===== src/rtl/sad_align_pkg.sv =====
package sad_align_pkg;

  typedef enum logic [2:0] {
    ST_IDLE,
    ST_REF,
    ST_SEG,
    ST_SCAN,
    ST_DONE
  } aln_state_t;

  // Magnitude of the difference of two sign-extended samples.
  function automatic int unsigned sad_abs(input int a, input int b);
    int d;
    d = a - b;
    return (d < 0) ? int'(-d) : d;
  endfunction

  // Candidate order 0, -1, +1, -2, +2, ... so that a strict "less than"
  // update leaves ties with the smaller magnitude, then the negative shift.
  function automatic int cand_to_shift(input int c);
    if (c == 0) return 0;
    else if (c % 2 == 1) return -((c + 1) / 2);
    else return c / 2;
  endfunction

endpackage


===== src/rtl/sad_sample_store.sv =====
module sad_sample_store #(
  parameter int SW      = 8,
  parameter int WIN     = 16,
  parameter int SEG_LEN = 24,
  localparam int IW_R   = (WIN > 1) ? $clog2(WIN) : 1,
  localparam int IW_S   = $clog2(SEG_LEN)
) (
  input  logic            clk,
  input  logic            rst_n,
  input  logic            clr,
  input  logic            ref_we,
  input  logic [SW-1:0]   ref_d,
  input  logic            seg_we,
  input  logic [SW-1:0]   seg_d,
  input  logic [IW_R-1:0] ref_ra,
  input  logic [IW_S-1:0] seg_ra,
  output logic [SW-1:0]   ref_q,
  output logic [SW-1:0]   seg_q,
  output logic            ref_last,
  output logic            seg_last
);

  logic [SW-1:0]   ref_mem [WIN];
  logic [SW-1:0]   seg_mem [SEG_LEN];
  logic [IW_R-1:0] ref_wp;
  logic [IW_S-1:0] seg_wp;

  always_ff @(posedge clk or negedge rst_n) begin
    if (!rst_n) begin
      ref_wp <= '0;
      seg_wp <= '0;
    end else if (clr) begin
      ref_wp <= '0;
      seg_wp <= '0;
    end else begin
      if (ref_we) ref_wp <= ref_wp + 1'b1;
      if (seg_we) seg_wp <= seg_wp + 1'b1;
    end
  end

  always_ff @(posedge clk) begin
    if (ref_we) ref_mem[ref_wp] <= ref_d;
    if (seg_we) seg_mem[seg_wp] <= seg_d;
  end

  assign ref_q    = ref_mem[ref_ra];
  assign seg_q    = seg_mem[seg_ra];
  assign ref_last = (ref_wp == IW_R'(WIN - 1));
  assign seg_last = (seg_wp == IW_S'(SEG_LEN - 1));

endmodule


===== src/rtl/sad_scan_ctrl.sv =====
module sad_scan_ctrl
  import sad_align_pkg::*;
#(
  parameter int WIN       = 16,
  parameter int MAX_SHIFT = 4,
  localparam int NCAND    = 2 * MAX_SHIFT + 1,
  localparam int EW       = (WIN > 1) ? $clog2(WIN) : 1,
  localparam int CW       = $clog2(NCAND)
) (
  input  logic          clk,
  input  logic          rst_n,
  input  logic          start,
  input  logic          ref_valid,
  input  logic          seg_valid,
  input  logic          ref_last,
  input  logic          seg_last,
  output logic          ref_we,
  output logic          seg_we,
  output logic          scan_step,
  output logic          win_end,
  output logic          scan_last,
  output logic          first_cand,
  output logic [EW-1:0] elem,
  output logic [CW-1:0] cand,
  output logic          done
);

  aln_state_t state;

  assign ref_we     = (state == ST_REF) && ref_valid && !start;
  assign seg_we     = (state == ST_SEG) && seg_valid && !start;
  assign scan_step  = (state == ST_SCAN) && !start;
  assign win_end    = (elem == EW'(WIN - 1));
  assign scan_last  = win_end && (cand == CW'(NCAND - 1));
  assign first_cand = (cand == '0);
  assign done       = (state == ST_DONE);

  always_ff @(posedge clk or negedge rst_n) begin
    if (!rst_n) begin
      state <= ST_IDLE;
      elem  <= '0;
      cand  <= '0;
    end else if (start) begin
      state <= ST_REF;
      elem  <= '0;
      cand  <= '0;
    end else begin
      unique case (state)
        ST_REF:  if (ref_we && ref_last) state <= ST_SEG;
        ST_SEG:  if (seg_we && seg_last) state <= ST_SCAN;
        ST_SCAN: begin
          if (win_end) begin
            elem <= '0;
            if (scan_last) state <= ST_DONE;
            else cand <= cand + 1'b1;
          end else begin
            elem <= elem + 1'b1;
          end
        end
        default: ;
      endcase
    end
  end

endmodule


===== src/rtl/sad_best_track.sv =====
module sad_best_track
  import sad_align_pkg::*;
#(
  parameter int SW    = 8,
  parameter int SAD_W = 12,
  parameter int SH_W  = 4
) (
  input  logic                   clk,
  input  logic                   rst_n,
  input  logic                   clr,
  input  logic                   step,
  input  logic                   win_end,
  input  logic                   first_cand,
  input  logic [SW-1:0]          ref_s,
  input  logic [SW-1:0]          seg_s,
  input  logic signed [SH_W-1:0] cand_shift,
  output logic [SAD_W-1:0]       acc,
  output logic [SAD_W-1:0]       acc_nxt,
  output logic [SAD_W-1:0]       best_sad,
  output logic signed [SH_W-1:0] best_shift
);

  logic [SW:0] term;
  logic        take;

  assign term    = (SW + 1)'(sad_abs(int'($signed(seg_s)), int'($signed(ref_s))));
  assign acc_nxt = acc + SAD_W'(term);
  assign take    = step && win_end && (first_cand || (acc_nxt < best_sad));

  always_ff @(posedge clk or negedge rst_n) begin
    if (!rst_n) begin
      acc        <= '0;
      best_sad   <= '0;
      best_shift <= '0;
    end else if (clr) begin
      acc        <= '0;
      best_sad   <= '0;
      best_shift <= '0;
    end else if (step) begin
      acc <= win_end ? '0 : acc_nxt;
      if (take) begin
        best_sad   <= acc_nxt;
        best_shift <= cand_shift;
      end
    end
  end

endmodule


===== src/rtl/sad_window_aligner.sv =====
module sad_window_aligner
  import sad_align_pkg::*;
#(
  parameter int SW        = 8,
  parameter int WIN       = 16,
  parameter int MAX_SHIFT = 4,
  localparam int SEG_LEN  = WIN + 2 * MAX_SHIFT,
  localparam int NCAND    = 2 * MAX_SHIFT + 1,
  localparam int SAD_W    = SW + $clog2(WIN),
  localparam int SH_W     = $clog2(MAX_SHIFT + 1) + 1,
  localparam int EW       = (WIN > 1) ? $clog2(WIN) : 1,
  localparam int CW       = $clog2(NCAND),
  localparam int IW_S     = $clog2(SEG_LEN)
) (
  input  logic             clk,
  input  logic             rst_n,
  input  logic             start,
  input  logic [SAD_W-1:0] cfg_max_sad,
  input  logic             ref_valid,
  input  logic [SW-1:0]    ref_data,
  input  logic             seg_valid,
  input  logic [SW-1:0]    seg_data,
  output logic             done,
  output logic             match,
  output logic [SH_W-1:0]  best_shift,
  output logic [SAD_W-1:0] best_sad
);

  logic                   ref_we, seg_we, ref_last, seg_last;
  logic                   scan_step, win_end, scan_last, first_cand;
  logic [EW-1:0]          elem;
  logic [CW-1:0]          cand;
  logic [SW-1:0]          ref_q, seg_q;
  logic [IW_S-1:0]        seg_ra;
  logic signed [SH_W-1:0] cand_shift;
  logic signed [SH_W-1:0] best_shift_s;
  logic [SAD_W-1:0]       acc, acc_nxt;
  logic [SAD_W-1:0]       thr_q;

  assign cand_shift = SH_W'(cand_to_shift(int'(cand)));
  assign seg_ra     = IW_S'(int'(elem) + cand_to_shift(int'(cand)) + MAX_SHIFT);

  always_ff @(posedge clk or negedge rst_n) begin
    if (!rst_n) thr_q <= '0;
    else if (start) thr_q <= cfg_max_sad;
  end

  sad_sample_store #(.SW(SW), .WIN(WIN), .SEG_LEN(SEG_LEN)) u_store (
    .clk(clk), .rst_n(rst_n), .clr(start),
    .ref_we(ref_we), .ref_d(ref_data),
    .seg_we(seg_we), .seg_d(seg_data),
    .ref_ra(elem), .seg_ra(seg_ra),
    .ref_q(ref_q), .seg_q(seg_q),
    .ref_last(ref_last), .seg_last(seg_last)
  );

  sad_scan_ctrl #(.WIN(WIN), .MAX_SHIFT(MAX_SHIFT)) u_ctrl (
    .clk(clk), .rst_n(rst_n), .start(start),
    .ref_valid(ref_valid), .seg_valid(seg_valid),
    .ref_last(ref_last), .seg_last(seg_last),
    .ref_we(ref_we), .seg_we(seg_we),
    .scan_step(scan_step), .win_end(win_end), .scan_last(scan_last),
    .first_cand(first_cand), .elem(elem), .cand(cand), .done(done)
  );

  sad_best_track #(.SW(SW), .SAD_W(SAD_W), .SH_W(SH_W)) u_best (
    .clk(clk), .rst_n(rst_n), .clr(start),
    .step(scan_step), .win_end(win_end), .first_cand(first_cand),
    .ref_s(ref_q), .seg_s(seg_q), .cand_shift(cand_shift),
    .acc(acc), .acc_nxt(acc_nxt),
    .best_sad(best_sad), .best_shift(best_shift_s)
  );

  assign best_shift = best_shift_s;
  assign match      = done && (best_sad <= thr_q);

endmodule


===== config.mk =====
export PLATFORM = sky130hd
export DESIGN_NAME = sad_window_aligner
export DESIGN_NICKNAME = d
export VERILOG_FILES = /design/src/rtl/sad_align_pkg.sv /design/src/rtl/sad_sample_store.sv /design/src/rtl/sad_scan_ctrl.sv /design/src/rtl/sad_best_track.sv /design/src/rtl/sad_window_aligner.sv
export SDC_FILE = /design/constraint.sdc
export NUM_CORES = 1
export LEC_CHECK = 0
export CAP_MARGIN = 20
export CORE_MARGIN = 1.5
export CORE_UTILIZATION = 55
export CTS_BUF_LIST = sky130_fd_sc_hd__clkbuf_2
export DETAILED_ROUTE_END_ITERATION = 7
export HOLD_SLACK_MARGIN = 0.15
export PLACE_DENSITY = 0.72
export REMOVE_ABC_BUFFERS = 1
export SLEW_MARGIN = 20
export SYNTH_ARGS = -nofsm -noshare
export SYNTH_HDL_FRONTEND = slang
export SYNTH_SLANG_ARGS = --single-unit

===== constraint.sdc =====
create_clock -name clk -period 16.5 [get_ports clk]
set_input_delay 4.95 -clock clk [delete_from_list [all_inputs] [get_ports clk]]
set_output_delay 4.95 -clock clk [all_outputs]
set_load 0.05 [all_outputs]

# ---- Word level (Yosys, flattened, before mapping)
# Memories as Yosys holds them, arrays and structs flattened.
# Cells that the tools add are included.
dict set report word_totals {
  n_memories 2
  inputBits 33
  ramBits 320
  regBits 60
  output_inout_bits 18
}
# name words word_bits rd rd_clocked_by_memory_dff wr line_no
set mem_list {}
lappend mem_list {u_store.seg_mem 24 8 1 0 1 sad_sample_store.sv:24} ;# logic [SW-1:0] seg_mem [SEG_LEN];
lappend mem_list {u_store.ref_mem 16 8 1 0 1 sad_sample_store.sv:23} ;# logic [SW-1:0] ref_mem [WIN];
dict set report op_classes {
  reduce_logical 25
  n_lt_le_gt_ge 3
  add_sub_neg 12
  muxes 33
  n_eq_ne 13
  bitwise_logic 1
}
# op count
set op_table {}
lappend op_table {{$mux W12} 6}
lappend op_table {{$mux W4} 12}
lappend op_table {{$mux W5} 4}
lappend op_table {{$mux W3} 5}
lappend op_table {{$add A12 B9 Y12} 1}
lappend op_table {{$add A4 B1 Y4 const B} 3}
lappend op_table {{$eq A4 B4 Y1 const B} 3}
lappend op_table {{$le A12 B12 Y1} 1}
lappend op_table {{$lt A12 B12 Y1} 1}
lappend op_table {{$reduce_bool A2 Y1} 6}
lappend op_table {{$logic_and A1 B1 Y1} 11}
lappend op_table {{$lt A9 B1 Y1 const B} 1}
lappend op_table {{$mux W9} 1}
lappend op_table {{$ne A3 B3 Y1 const B} 3}
lappend op_table {{$neg A9 Y9} 1}
lappend op_table {{$pmux W3 S3} 1}
lappend op_table {{$sub A8 B8 Y9} 1}
lappend op_table {{$logic_not A4 Y1} 2}
lappend op_table {{$eq A3 B2 Y1 const B} 2}
lappend op_table {{$add A4 B1 Y5} 1}
lappend op_table {{$add A4 B1 Y5 const B} 1}
lappend op_table {{$add A5 B1 Y5 const B} 1}
lappend op_table {{$add A5 B4 Y5 const B} 1}
lappend op_table {{$add A5 B5 Y5} 1}
lappend op_table {{14 further kinds} 17}

# ---- Longest topological paths before layout
# Gate-level depths: netlist of run 1.
# An unclocked memory read counts as a cell.
dict set report logic_depth {
  depth_word 19
  mapped_depth 39
  mapped_depth_nobuf 37
}

# ---- Hierarchy
# A second synthesis of run 1 with hierarchy kept.
dict set report unflattened {
  hier_cells 1117
  hier_area_um2 17375.4
}
# mod instances area_per_inst_um2 cells_per_inst
set modules_own_cells {}
lappend modules_own_cells {sad_sample_store 1 13070.0 625}
lappend modules_own_cells {sad_best_track 1 2522.4 291}
lappend modules_own_cells {sad_window_aligner 1 1092.3 127}
lappend modules_own_cells {sad_scan_ctrl 1 690.7 74}

# ---- Least setup slack after synthesis of run 1
# OpenSTA, ideal clock, no wires.
dict set report synth_timing {
  path_type {register to register}
  startpoint {reg u_ctrl.cand[1]}
  endpoint {reg u_best.best_sad[6]}
  t_arrival_ps 7996
  stages_incl_launch_ff 37
  n_path_buf 4
  slack_ps 8425
  cell_sequence {dfrtp_1 -> clkbuf_1 -> inv_1 -> ha_1 -> inv_1 -> ha_1 -> xor2_1 -> o311ai_0 -> a22oi_1 -> ha_1 -> inv_1 -> fa_1 -> clkbuf_1 -> clkbuf_1 -> mux4_2 -> mux2_2 -> mux2_2 -> ha_1 -> a21oi_1 -> nand2_1 -> xor2_1 -> or3_1 -> o31a_1 -> xor2_1 -> ha_1 -> inv_1 -> o31ai_1 -> o211a_1 -> o21ai_1 -> xnor2_1 -> ha_1 -> a21o_1 -> a21oi_1 -> o21ai_0 -> clkbuf_1 -> o21ai_0 -> a21oi_1}
}
dict set report synth_via {
  elab_chain_len 17
  word_cells_on_any_way 23
  cone_classes {add/sub (8); order compare (2); mux (6); reduce/logical (6); memory (1)}
}
# element line_no
set synth_lines {}
lappend synth_lines {{from (decl)} sad_scan_ctrl.sv:24} ;# output logic [CW-1:0] cand,
lappend synth_lines {{from (signal assigned)} sad_scan_ctrl.sv:55} ;# else cand <= cand + 1'b1;
lappend synth_lines {{$add A4 B1 Y5} sad_align_pkg.sv:22} ;# else if (c % 2 == 1) return -((c + 1) / 2);
lappend synth_lines {{$add A4 B1 Y5 (no source line)} --}
lappend synth_lines {{$neg A5 Y5} sad_align_pkg.sv:22}
lappend synth_lines {{$mux W5} --}
lappend synth_lines {{$mux W5} sad_align_pkg.sv:21} ;# if (c == 0) return 0;
lappend synth_lines {{$add A5 B5 Y5} sad_window_aligner.sv:41} ;# assign seg_ra = IW_S'(int'(elem) + cand_to_shift(int'(cand)) + MAX_SHIFT);
lappend synth_lines {{$add A5 B4 Y5} sad_window_aligner.sv:41}
lappend synth_lines {{$mem_v2 Z24 W8} --}
lappend synth_lines {{$sub A8 B8 Y9} sad_align_pkg.sv:14} ;# d = a - b;
lappend synth_lines {{$neg A9 Y9 / $lt A9 B1 Y1 (equally long branches)} sad_align_pkg.sv:15} ;# return (d < 0) ? int'(-d) : d;
lappend synth_lines {{$mux W9} sad_align_pkg.sv:15}
lappend synth_lines {{$add A12 B9 Y12} sad_best_track.sv:27} ;# assign acc_nxt = acc + SAD_W'(term);
lappend synth_lines {{$lt A12 B12 Y1} sad_best_track.sv:28} ;# assign take = step && win_end && (first_cand || (acc_nxt < best_sad));
lappend synth_lines {{$logic_or A1 B1 Y1} sad_best_track.sv:28}
lappend synth_lines {{$logic_and A1 B1 Y1} sad_best_track.sv:28}
lappend synth_lines {{$reduce_bool A2 Y1 (no source line)} --}
lappend synth_lines {{$reduce_and A2 Y1 (no source line)} --}
lappend synth_lines {{to (signal assigned)} sad_best_track.sv:42} ;# best_sad <= acc_nxt;
lappend synth_lines {{to (decl)} sad_best_track.sv:19} ;# output logic [SAD_W-1:0] best_sad,
# Several ways; a longest one is shown, not always the timed one. The select of a mux whose other input is x is not followed.
# A chain may end at the register's enable or synchronous reset.

# ---- Worst setup path in the final report of run 1
dict set report layout_timing {
  startpoint {reg u_ctrl.cand[0]}
  endpoint {reg u_best.best_sad[1]}
}
dict set report layout_via {
  elab_chain_len 18
  word_cells_on_any_way 24
  cone_classes {add/sub (8); order compare (2); mux (6); bitwise (1); reduce/logical (6); memory (1)}
}
# element line_no
set layout_lines {}
lappend layout_lines {{$add A4 B1 Y5} sad_align_pkg.sv:22}
lappend layout_lines {{$and A1 B1 Y1 (no source line)} --}
lappend layout_lines {{$add A4 B1 Y5 (no source line)} --}
lappend layout_lines {{$neg A5 Y5} sad_align_pkg.sv:22}
lappend layout_lines {{$mux W5} --}
lappend layout_lines {{$mux W5} sad_align_pkg.sv:21}
lappend layout_lines {{$add A5 B5 Y5} sad_window_aligner.sv:41}
lappend layout_lines {{$add A5 B4 Y5} sad_window_aligner.sv:41}
lappend layout_lines {{(+2 left out)} --}
lappend layout_lines {{$neg A9 Y9 / $lt A9 B1 Y1 (equally long branches)} sad_align_pkg.sv:15}
lappend layout_lines {{$mux W9} sad_align_pkg.sv:15}
lappend layout_lines {{$add A12 B9 Y12} sad_best_track.sv:27}
lappend layout_lines {{$lt A12 B12 Y1} sad_best_track.sv:28}
lappend layout_lines {{$logic_or A1 B1 Y1} sad_best_track.sv:28}
lappend layout_lines {{$logic_and A1 B1 Y1} sad_best_track.sv:28}
lappend layout_lines {{$reduce_bool A2 Y1 (no source line)} --}
lappend layout_lines {{$reduce_and A2 Y1 (no source line)} --}
# Several ways; a longest one is shown, not always the timed one. The select of a mux whose other input is x is not followed.

==> flow_summary.json, run 1 <==
{
  "placementRows": 64,
  "clk_pin_slew_ps": 90,
  "maxSlewViolCount": 0,
  "yosysTopAreaCell": "edfxtp_1",
  "fmax_mhz": 108.9,
  "critPathKind": "flop to flop",
  "syn_inst": 1079,
  "max_slew_margin_pct": 30.32,
  "area_growth_syn_to_layout_pct": 9.976,
  "route.detailed.drc": 0,
  "drtAntennaViolNets": 0,
  "dr.pass1.iters": 5,
  "grt-ovfl-total": 0,
  "ys_types": 67,
  "ys_warn_count": 0,
  "numClockSinks": 380,
  "grt_pass1_vias": 9709,
  "yosysTopAreaCellShare_pct": 56.75,
  "cpPeakStageDelay_ps": 760,
  "viasPerCell": 5.899,
  "fin_crit_ps": 9187,
  "layout-drive-gt1-share_pct": 20.45,
  "finClkSkew_ps": 74.41,
  "grt_max_degree": 62,
  "cts_buffers": 92,
  "portBuffers": 50,
  "ys_ff_latch": 380,
  "maxCapViolCount": 0,
  "rsz0062_at_grt": "false",
  "die_h_um": 178.5,
  "hold_class": "flop to flop",
  "totalWireLength_um": 35560,
  "yosys-top-cells-area": "edfxtp_1 (57%), mux4_2 (9.6%), dfrtp_1 (8.9%)",
  "timing.setup.tns_ps": 0,
  "drtIter0Drc": 794,
  "synth-edff-count": 320,
  "grt_usage_pct": 23.42,
  "cts_tree": "yes",
  "cp_data_arrival_time_ps": 10050,
  "slowest_stage": "o21ai_1",
  "cp.required_ps": 17370,
  "wl_per_cell_um": 21.46,
  "startpoint_type": "flop",
  "fp.dieW_um": 178.5,
  "dieArea_um2": 31850,
  "coreArea_um2": 30430,
  "via_count": 9775,
  "worst_path_most_repeated_cell": "ha_1",
  "gp_routability_congestion": 0.8253,
  "place_hpwl_um": 23230,
  "syn_avg_cell_area_um2": 15.69,
  "status": "completed",
  "synth-async-reset-ratio_pct": 15.79,
  "ys_seq_area_share_pct": 65.62,
  "leakage_nw": 6.549,
  "synth_flop_cell": "edfxtp_1",
  "setup_viol": 0,
  "power_density_nw_per_um2": 91.75,
  "worstMarginPinSlew_ps": 1041,
  "place_ws_ps": 7308,
  "htreeDepth": 3,
  "layout.nets": 1286,
  "start_util_pct": 55.65,
  "syn_area_um2": 16930,
  "clk_latency_ps": 960,
  "fin_crit_sh_pct": 55.68,
  "endpoint_kind": "flop",
  "cp_max_fo": 14,
  "hold_buffers": 0,
  "hold_viol_final": 0,
  "io_pins": 51,
  "antenna_found_initial": 4,
  "peakVddDrop_mv": 0.04890,
  "cts_buffer_depth": 3,
  "postCtsResizedCells": 0,
  "grt_pass1_wl_um": 54490,
  "cts_root_buf": "clkbuf_2",
  "finalWorstSetupSlack_ps": 7313,
  "cts_setup_buffers": 0
}
## per-layer routing
metal	vias to the layer above	routed length, um	global-route usage [%]
li1	4466	-	-
met4	0	1143	10.42
met2	386	16480	35.40
met5	-	0	0
met3	74	2929	6.500
met1	4849	15010	31.90
## sequential cells by signal (all words and copies together), names as in the netlist
| register | count |
|---|---|
| u_store.seg_mem | 192 |
| u_store.ref_mem | 128 |
| thr_q | 12 |
| u_best.acc | 12 |
| u_best.best_sad | 12 |
| u_store.seg_wp | 5 |
| u_best.best_shift | 4 |
| u_ctrl.cand | 4 |
| u_ctrl.elem | 4 |
| u_store.ref_wp | 4 |
| u_ctrl.state | 3 |
## critical path, delay by kind of cell (launching register included)
family / cells / cell delay (ps)
buffers and inverters: 4 / 370
muxes: 2 / 860
AOI/OAI and AO/OA: 9 / 2620
and+or+nand+nor: 6 / 1040
DFF: 1 / 530
adders and majority gates: 7 / 2480
xor gates and xnor gates: 4 / 1230
## layout make-up
class | instances | area (um2)
fill | 2310 | 11810
sequential | 380 | 11110
multi-input combinational | 606 | 5448
clock buffer | 133 | 665.6
timing repair buffer | 60 | 565.5
tap | 396 | 495.5
inverter | 48 | 180.2
clock inverter | 30 | 145.1
antenna | 4 | 10.01
## final timing paths
kind | from | endpoint | slack [ps] | cells past startpoint
max | u_ctrl.cand[0] | u_best.best_sad[1] | 7310 | 32
min | u_best.acc[5] | u_best.acc[5] | 520 | 1
max reg2reg | u_ctrl.cand[0] | u_best.best_sad[1] | 7310 | 32
min reg2reg | u_best.acc[5] | u_best.acc[5] | 520 | 1
max in group asynchronous | rst_n | u_ctrl.elem[0] | 11800 | 2
min in group asynchronous | rst_n | u_best.best_sad[2] | 4150 | 2
## through the flow
stage          total power [W]  instance area [um2]  util (%)  instances  hold WS [ps]
4_1_cts               0.001728                18610     61.16       1653         520.5
3_3_place_gp          0.001142                17800     58.49       1490         488.7
2_1_floorplan         0.001106                16720         -       1034         470.4
3_5_place_dp          0.001144                17800     58.50       1490         498.8
6_report              0.001709                18620     61.20       1657         519.8
5_1_grt               0.001782                18620     61.20       1657         537.5
## synth_stat cells, types with 4 or more instances
cell type and n:
mux4_2 72, nand2_1 42, a21oi_1 39, a21o_1 9
o21ai_0 40, dfrtp_1 60, buf_2 12, a22o_1 10
clkbuf_1 25, or3_1 5, and2_1 7, inv_1 47
xor2_1 14, a211oi_1 6, edfxtp_1 320, xnor2_1 17
nand3_1 23, nor3_1 6, mux2_2 16, o21ai_1 5
ha_1 62, o21a_1 4, nand4_1 10, nand3b_1 6
mux2i_1 37, nor2_1 94, nor2b_1 6, a221oi_1 20
## cell families (layout without fill, tap and decap cells)
group | count (synthesis) | in the layout | share of synthesized area [%]
xor gates and xnor gates | 33 | 33 | 1.796
adders and majority gates | 65 | 65 | 4.936
AOI/OAI and AO/OA | 161 | 161 | 6.237
DFF | 380 | 380 | 65.62
buffers and inverters | 93 | 271 | 2.305
other | 0 | 4 | 0
and+or+nand+nor | 222 | 222 | 6.281
muxes | 125 | 125 | 12.83
## where the power goes
group | internal [W] | leakage, nW | total, W | switching, W
Sequential | 0.00105 | 3.69 | 0.00105 | 0.00000193
Combinational | 0.0000261 | 2.25 | 0.0000744 | 0.0000482
Clock | 0.000219 | 0.615 | 0.000587 | 0.000367
## cells in the final DEF, fill, tap and decap left out, types with 3 or more instances in the layout
cell type	instances
nor3_1	6
nor2b_1	6
nand4_1	10
or3_1	5
o21ai_0	40
buf_4	10
o221ai_1	3
nand2_1	42
a221oi_1	20
clkbuf_2	133
nand3_1	23
mux4_2	72
and2_1	7
mux2_2	16
xor2_1	14
a21oi_1	38
a31oi_1	3
clkinvlp_4	3
a211oi_1	6
nand3b_1	6
clkdlybuf4s50_1	48
inv_1	47
o31a_1	3
nor2_1	94
dfrtp_1	59
ha_1	61
o21ai_1	5
clkinv_1	19
a22o_1	10
nor3b_1	3
mux2i_1	37
o21a_1	4
a21boi_0	3
clkinv_2	5
xnor2_1	17
a21o_1	9
fa_1	3
diode_2	4
edfxtp_1	320
(Power assumes the default switching activity.)
==> inputs of run 2 (changes only) <==
clock period = 8.85 ns   (was 16.5 ns; I/O delays follow)
==> flow_summary.json, run 2 (synthesis gave the netlist of run 1 again) <==
{
  "status": "completed",
  "antenna_found_initial": 2,
  "via_count": 9860,
  "cts_buffer_depth": 3,
  "top_register": "u_store.seg_mem",
  "stdcell_count": 1675,
  "finClkSkew_ps": 144.8,
  "grt_pass1_wl_um": 53730,
  "dp.cells": 1498,
  "max_slew_margin_pct": 30.90,
  "worstMarginPinSlew_ps": 1033,
  "grt_usage_pct": 22.87,
  "viasPerCell": 5.887,
  "clk_latency_ps": 960,
  "route.detailed.drc": 0,
  "coreArea_um2": 30430,
  "fin_crit_sh_pct": 94.28,
  "cts_root_buf": "clkbuf_2",
  "finalPower_w": 0.003308,
  "worst_path_most_repeated_cell": "ha_1",
  "finalInstanceArea_um2": 18910,
  "place_area_um2": 17890,
  "placementRows": 64,
  "peakVddDrop_mv": 0.1137,
  "cts_tree": "yes",
  "hold_buffers": 0,
  "grt_pass1_vias": 9499,
  "start_util_pct": 55.65,
  "cp_max_fo": 11,
  "layout.nets": 1301,
  "leakage_nw": 6.710,
  "finalWorstSetupSlack_ps": 505.8,
  "hold_viol_final": 0,
  "fmax_mhz": 119.8,
  "critPathKind": "flop to flop",
  "final_common_cell": "edfxtp_1",
  "endpoint_kind": "flop",
  "cts_buffers": 94,
  "startpoint_type": "flop",
  "totalWireLength_um": 35690,
  "worstHoldPathCells": 2,
  "min_from": "u_best.acc[11]",
  "gp_routability_congestion": 0.8794,
  "numClockSinks": 380,
  "holdWs_ps": 506.6,
  "maxSlewViolCount": 0,
  "htreeDepth": 3,
  "drtAntennaViolNets": 0,
  "maxCapViolCount": 0,
  "fillCellCount": 2284,
  "layout-drive-gt1-share_pct": 23.00,
  "power_density_nw_per_um2": 175.0,
  "setup_viol": 0,
  "die_h_um": 178.5,
  "io_pins": 51,
  "cp.required_ps": 9550,
  "place_ws_ps": 35.82,
  "hold_class": "flop to flop",
  "ff2ff_path_depth": 34,
  "clk_pin_slew_ps": 90,
  "dieArea_um2": 31850,
  "r2r_slack_ps": 510,
  "fp.dieW_um": 178.5,
  "portBuffers": 50,
  "grt_max_degree": 61,
  "r2r-start": "u_ctrl.cand[0]",
  "hold_end": "u_best.acc[11]",
  "largest_reg_flops": 192,
  "cpPeakStageDelay_ps": 550,
  "reg_top3": "u_store.seg_mem (192), u_store.ref_mem (128)",
  "worst_r2r_endpoint": "u_best.best_sad[6]",
  "cp_data_arrival_time_ps": 9040,
  "drtIter0Drc": 850,
  "slowest_stage": "mux4_2",
  "area_growth_syn_to_layout_pct": 11.65,
  "wl_per_cell_um": 21.31,
  "fin_crit_ps": 8344,
  "grt-ovfl-total": 0,
  "final_cell_mix": "edfxtp_1 (320), clkbuf_2 (146), nor2_1 (93)",
  "dr.pass1.iters": 5,
  "place_hpwl_um": 22480
}
==> run 2: cell types whose count changed in the layout (fill, tap and decap cells not counted), moves of 3 or more <==
cell      before  now
diode_2        4    1
buf_4         10   20
buf_12         0    3
clkinv_1      19   15
clkbuf_2     133  146
==> run 2: worst max-delay path by stage <==
stage               cells after the start      startpoint              endpoint
global route                           34  u_ctrl.cand[0]  u_best.best_shift[0]
floorplan                              23  u_ctrl.elem[0]   u_best.best_sad[11]
finish                                 34  u_ctrl.cand[0]    u_best.best_sad[6]
global placement                       33  u_ctrl.cand[0]  u_best.best_shift[2]
CTS                                    33  u_ctrl.cand[0]  u_best.best_shift[2]
detailed placement                     33  u_ctrl.cand[0]   u_best.best_sad[11]
==> run 2: routing by layer <==
metal / vias to the layer above / wire length, um / global-route usage, %
met5: - / 0 / 0
met4: 0 / 805 / 7.951
met1: 4895 / 15620 / 33.01
met2: 401 / 16650 / 34.24
met3: 64 / 2617 / 5.477
li1: 4500 / - / -
==> run 2: repair_timing <==
item                                   4_1_cts  5_1_grt
endpoints found under the hold margin        0        0
resized for setup                            0       17
setup endpoints to repair                    0       16
buffers inserted                             0        5
==> run 2: stage by stage <==
step / util, % / TNS (ps)
3_5_place_dp: 58.81 / 0
5_1_grt: 62.13 / -67.57
4_1_cts: 61.79 / 0
6_report: 62.13 / 0
3_3_place_gp: 58.78 / 0
2_1_floorplan: - / -9034
==> run 2: layout make-up <==
cell class	instances	area, um2	area share, %
multi-input cells	606	5505	29.12
clock inverters	25	176.4	0.9332
clock buffers	146	730.7	3.865
flip-flops and latches	380	11110	58.79
well taps	396	495.5	2.621
inverters	48	180.2	0.9530
diodes	1	2.502	0.01324
repair buffers	73	700.7	3.706
==> run 2: where the power goes <==
group          switching (W)  total [W]  leakage (nW)  internal [W]
logic              0.0000930   0.000144          2.34     0.0000506
clock network       0.000709    0.00121         0.689      0.000502
registers         0.00000360    0.00195          3.68       0.00195
total               0.000806    0.00331          6.71       0.00250
==> run 2: worst max-delay path: cells and delay by family (launching register included) <==
| family | cells | cell delay [ps] |
|---|---|---|
| compound gates | 12 | 2400 |
| simple gates | 3 | 600 |
| fa+ha+maj | 7 | 2240 |
| xor+xnor | 6 | 980 |
| buf+inv | 4 | 680 |
| flops | 1 | 450 |
| mux | 2 | 840 |
==> inputs of run 3 (changes only) <==
CORE_MARGIN = default   (was 1.5)
SKIP_CTS_REPAIR_TIMING = 1   (was default)
==> flow_summary.json, run 3 (synthesis gave the netlist of run 1 again) <==
{
  "status": "completed",
  "htreeDepth": 3,
  "leakage_nw": 6.657,
  "grt_max_degree": 62,
  "viasPerCell": 5.918,
  "peakVddDrop_mv": 0.1050,
  "grt_pass1_vias": 9829,
  "cts_root_buf": "clkbuf_2",
  "cp_max_fo": 14,
  "cts_buffers": 92,
  "setup_viol": 0,
  "drtAntennaViolNets": 0,
  "fp.dieW_um": 177.5,
  "antenna_found_initial": 1,
  "cts_buffer_depth": 3,
  "place_area_um2": 17850,
  "die_h_um": 177.5,
  "ff2ff_path_depth": 33,
  "start_util_pct": 56.53,
  "final_common_cell": "edfxtp_1",
  "cp-startpoint": "u_ctrl.cand[0]",
  "fin_crit_sh_pct": 94.86,
  "path_buf_inv": 5,
  "cts_tree": "yes",
  "r2r-start": "u_ctrl.cand[0]",
  "cp_num_cells": 33,
  "grt-ovfl-total": 0,
  "gp_routability_congestion": 0.9174,
  "r2r_slack_ps": 460,
  "cp.required_ps": 9630,
  "rsz0062_at_grt": "true",
  "layout.nets": 1293,
  "fin_crit_ps": 8395,
  "worstHoldPathCells": 2,
  "fin_util_pct": 62.82,
  "finalInstanceArea_um2": 18820,
  "top_register": "u_store.seg_mem",
  "final_cell_mix": "edfxtp_1 (320), clkbuf_2 (139), nor2_1 (91)",
  "placementRows": 63,
  "dieArea_um2": 31490,
  "power_density_nw_per_um2": 174.2,
  "hold_class": "flop to flop",
  "endpoint": "u_best.best_shift[2]",
  "cpPeakStageDelay_ps": 540,
  "clk_pin_slew_ps": 100,
  "dr.pass1.iters": 5,
  "portBuffers": 50,
  "fillCellCount": 2220,
  "grt_pass1_wl_um": 54480,
  "worst_path_most_repeated_cell": "ha_1",
  "cp_data_arrival_time_ps": 9170,
  "holdWs_ps": 526.8,
  "fmax_mhz": 119.1,
  "finClkSkew_ps": 111.8,
  "slowest_stage": "mux4_2",
  "drtIter0Drc": 837,
  "totalWireLength_um": 35210,
  "maxCapViolCount": 0,
  "worst_r2r_endpoint": "u_best.best_shift[2]",
  "largest_reg_flops": 192,
  "startpoint_type": "flop",
  "critPathKind": "flop to flop",
  "maxSlewViolCount": 0,
  "via_count": 9788,
  "endpoint_kind": "flop",
  "io_pins": 51,
  "hold_viol_final": 0,
  "place_hpwl_um": 22760,
  "grt_usage_pct": 23.23,
  "clk_latency_ps": 960,
  "worstMarginPinSlew_ps": 1065,
  "layout-drive-gt1-share_pct": 22.41,
  "numClockSinks": 380,
  "area_growth_syn_to_layout_pct": 11.12,
  "reg_top3": "u_store.seg_mem (192), u_store.ref_mem (128)",
  "crit_family": "adder cells",
  "coreArea_um2": 29950,
  "wl_per_cell_um": 21.29,
  "max_slew_margin_pct": 28.73,
  "route.detailed.drc": 0
}
==> run 3: layout make-up <==
| cell class | instances | area (um2) | area share, % |
|---|---|---|---|
| Clock inverter | 23 | 188.9 | 1.004 |
| Tap cell | 390 | 488.0 | 2.593 |
| Timing Repair Buffer | 67 | 643.1 | 3.418 |
| Antenna cell | 1 | 2.502 | 0.01330 |
| Clock buffer | 139 | 695.7 | 3.697 |
| Sequential cell | 380 | 11110 | 59.06 |
| Inverter | 48 | 180.2 | 0.9576 |
| Multi-Input combinational cell | 606 | 5504 | 29.25 |
==> run 3: worst min-delay path by stage <==
stage | endpoint | from | slack (ps)
floorplan | u_best.acc[11] | u_best.acc[11] | 470
CTS | u_best.acc[11] | u_best.acc[11] | 530
global placement | u_best.acc[11] | u_best.acc[11] | 490
detailed placement | u_best.acc[5] | u_best.acc[5] | 500
finish | u_best.acc[11] | u_best.acc[11] | 530
global route | u_best.acc[4] | u_best.acc[4] | 550
==> run 3: report_power, final <==
part	switching [W]	total (W)	internal, W
Sequential	0.00000370	0.00195	0.00195
Clock	0.000696	0.00118	0.000488
Combinational	0.0000908	0.000141	0.0000499
==> run 3: metrics by stage <==
step	total power, W	TNS (ps)	std cells	setup WS, ps
after detailed placement	0.002133	0	1488	159.3
after CTS	0.003310	0	1650	7.445
after floorplan	0.002062	-9034	1034	-664.3
after global routing	0.003419	-913.0	1654	-99.71
after global placement	0.002129	0	1488	290.9
final	0.003277	0	1654	455.2
==> run 3: metal layers <==
metal  GRT usage [%]  wire [um]  share of wire, %  vias up
met4           10.33       1158               3.3        0
met5               0          0                 0        -
met1           32.83      15330                44     4856
li1                -          -                 -     4486
met2           34.80      16180                46      357
met3           5.141       2542               7.2       89
==> run 3: tightest hold or removal path: cells and delay by family (launching register included) <==
family             cells  cell delay (ps)
AOI/OAI and AO/OA      1               60
DFF                    1              380
and+or+nand+nor        1               50
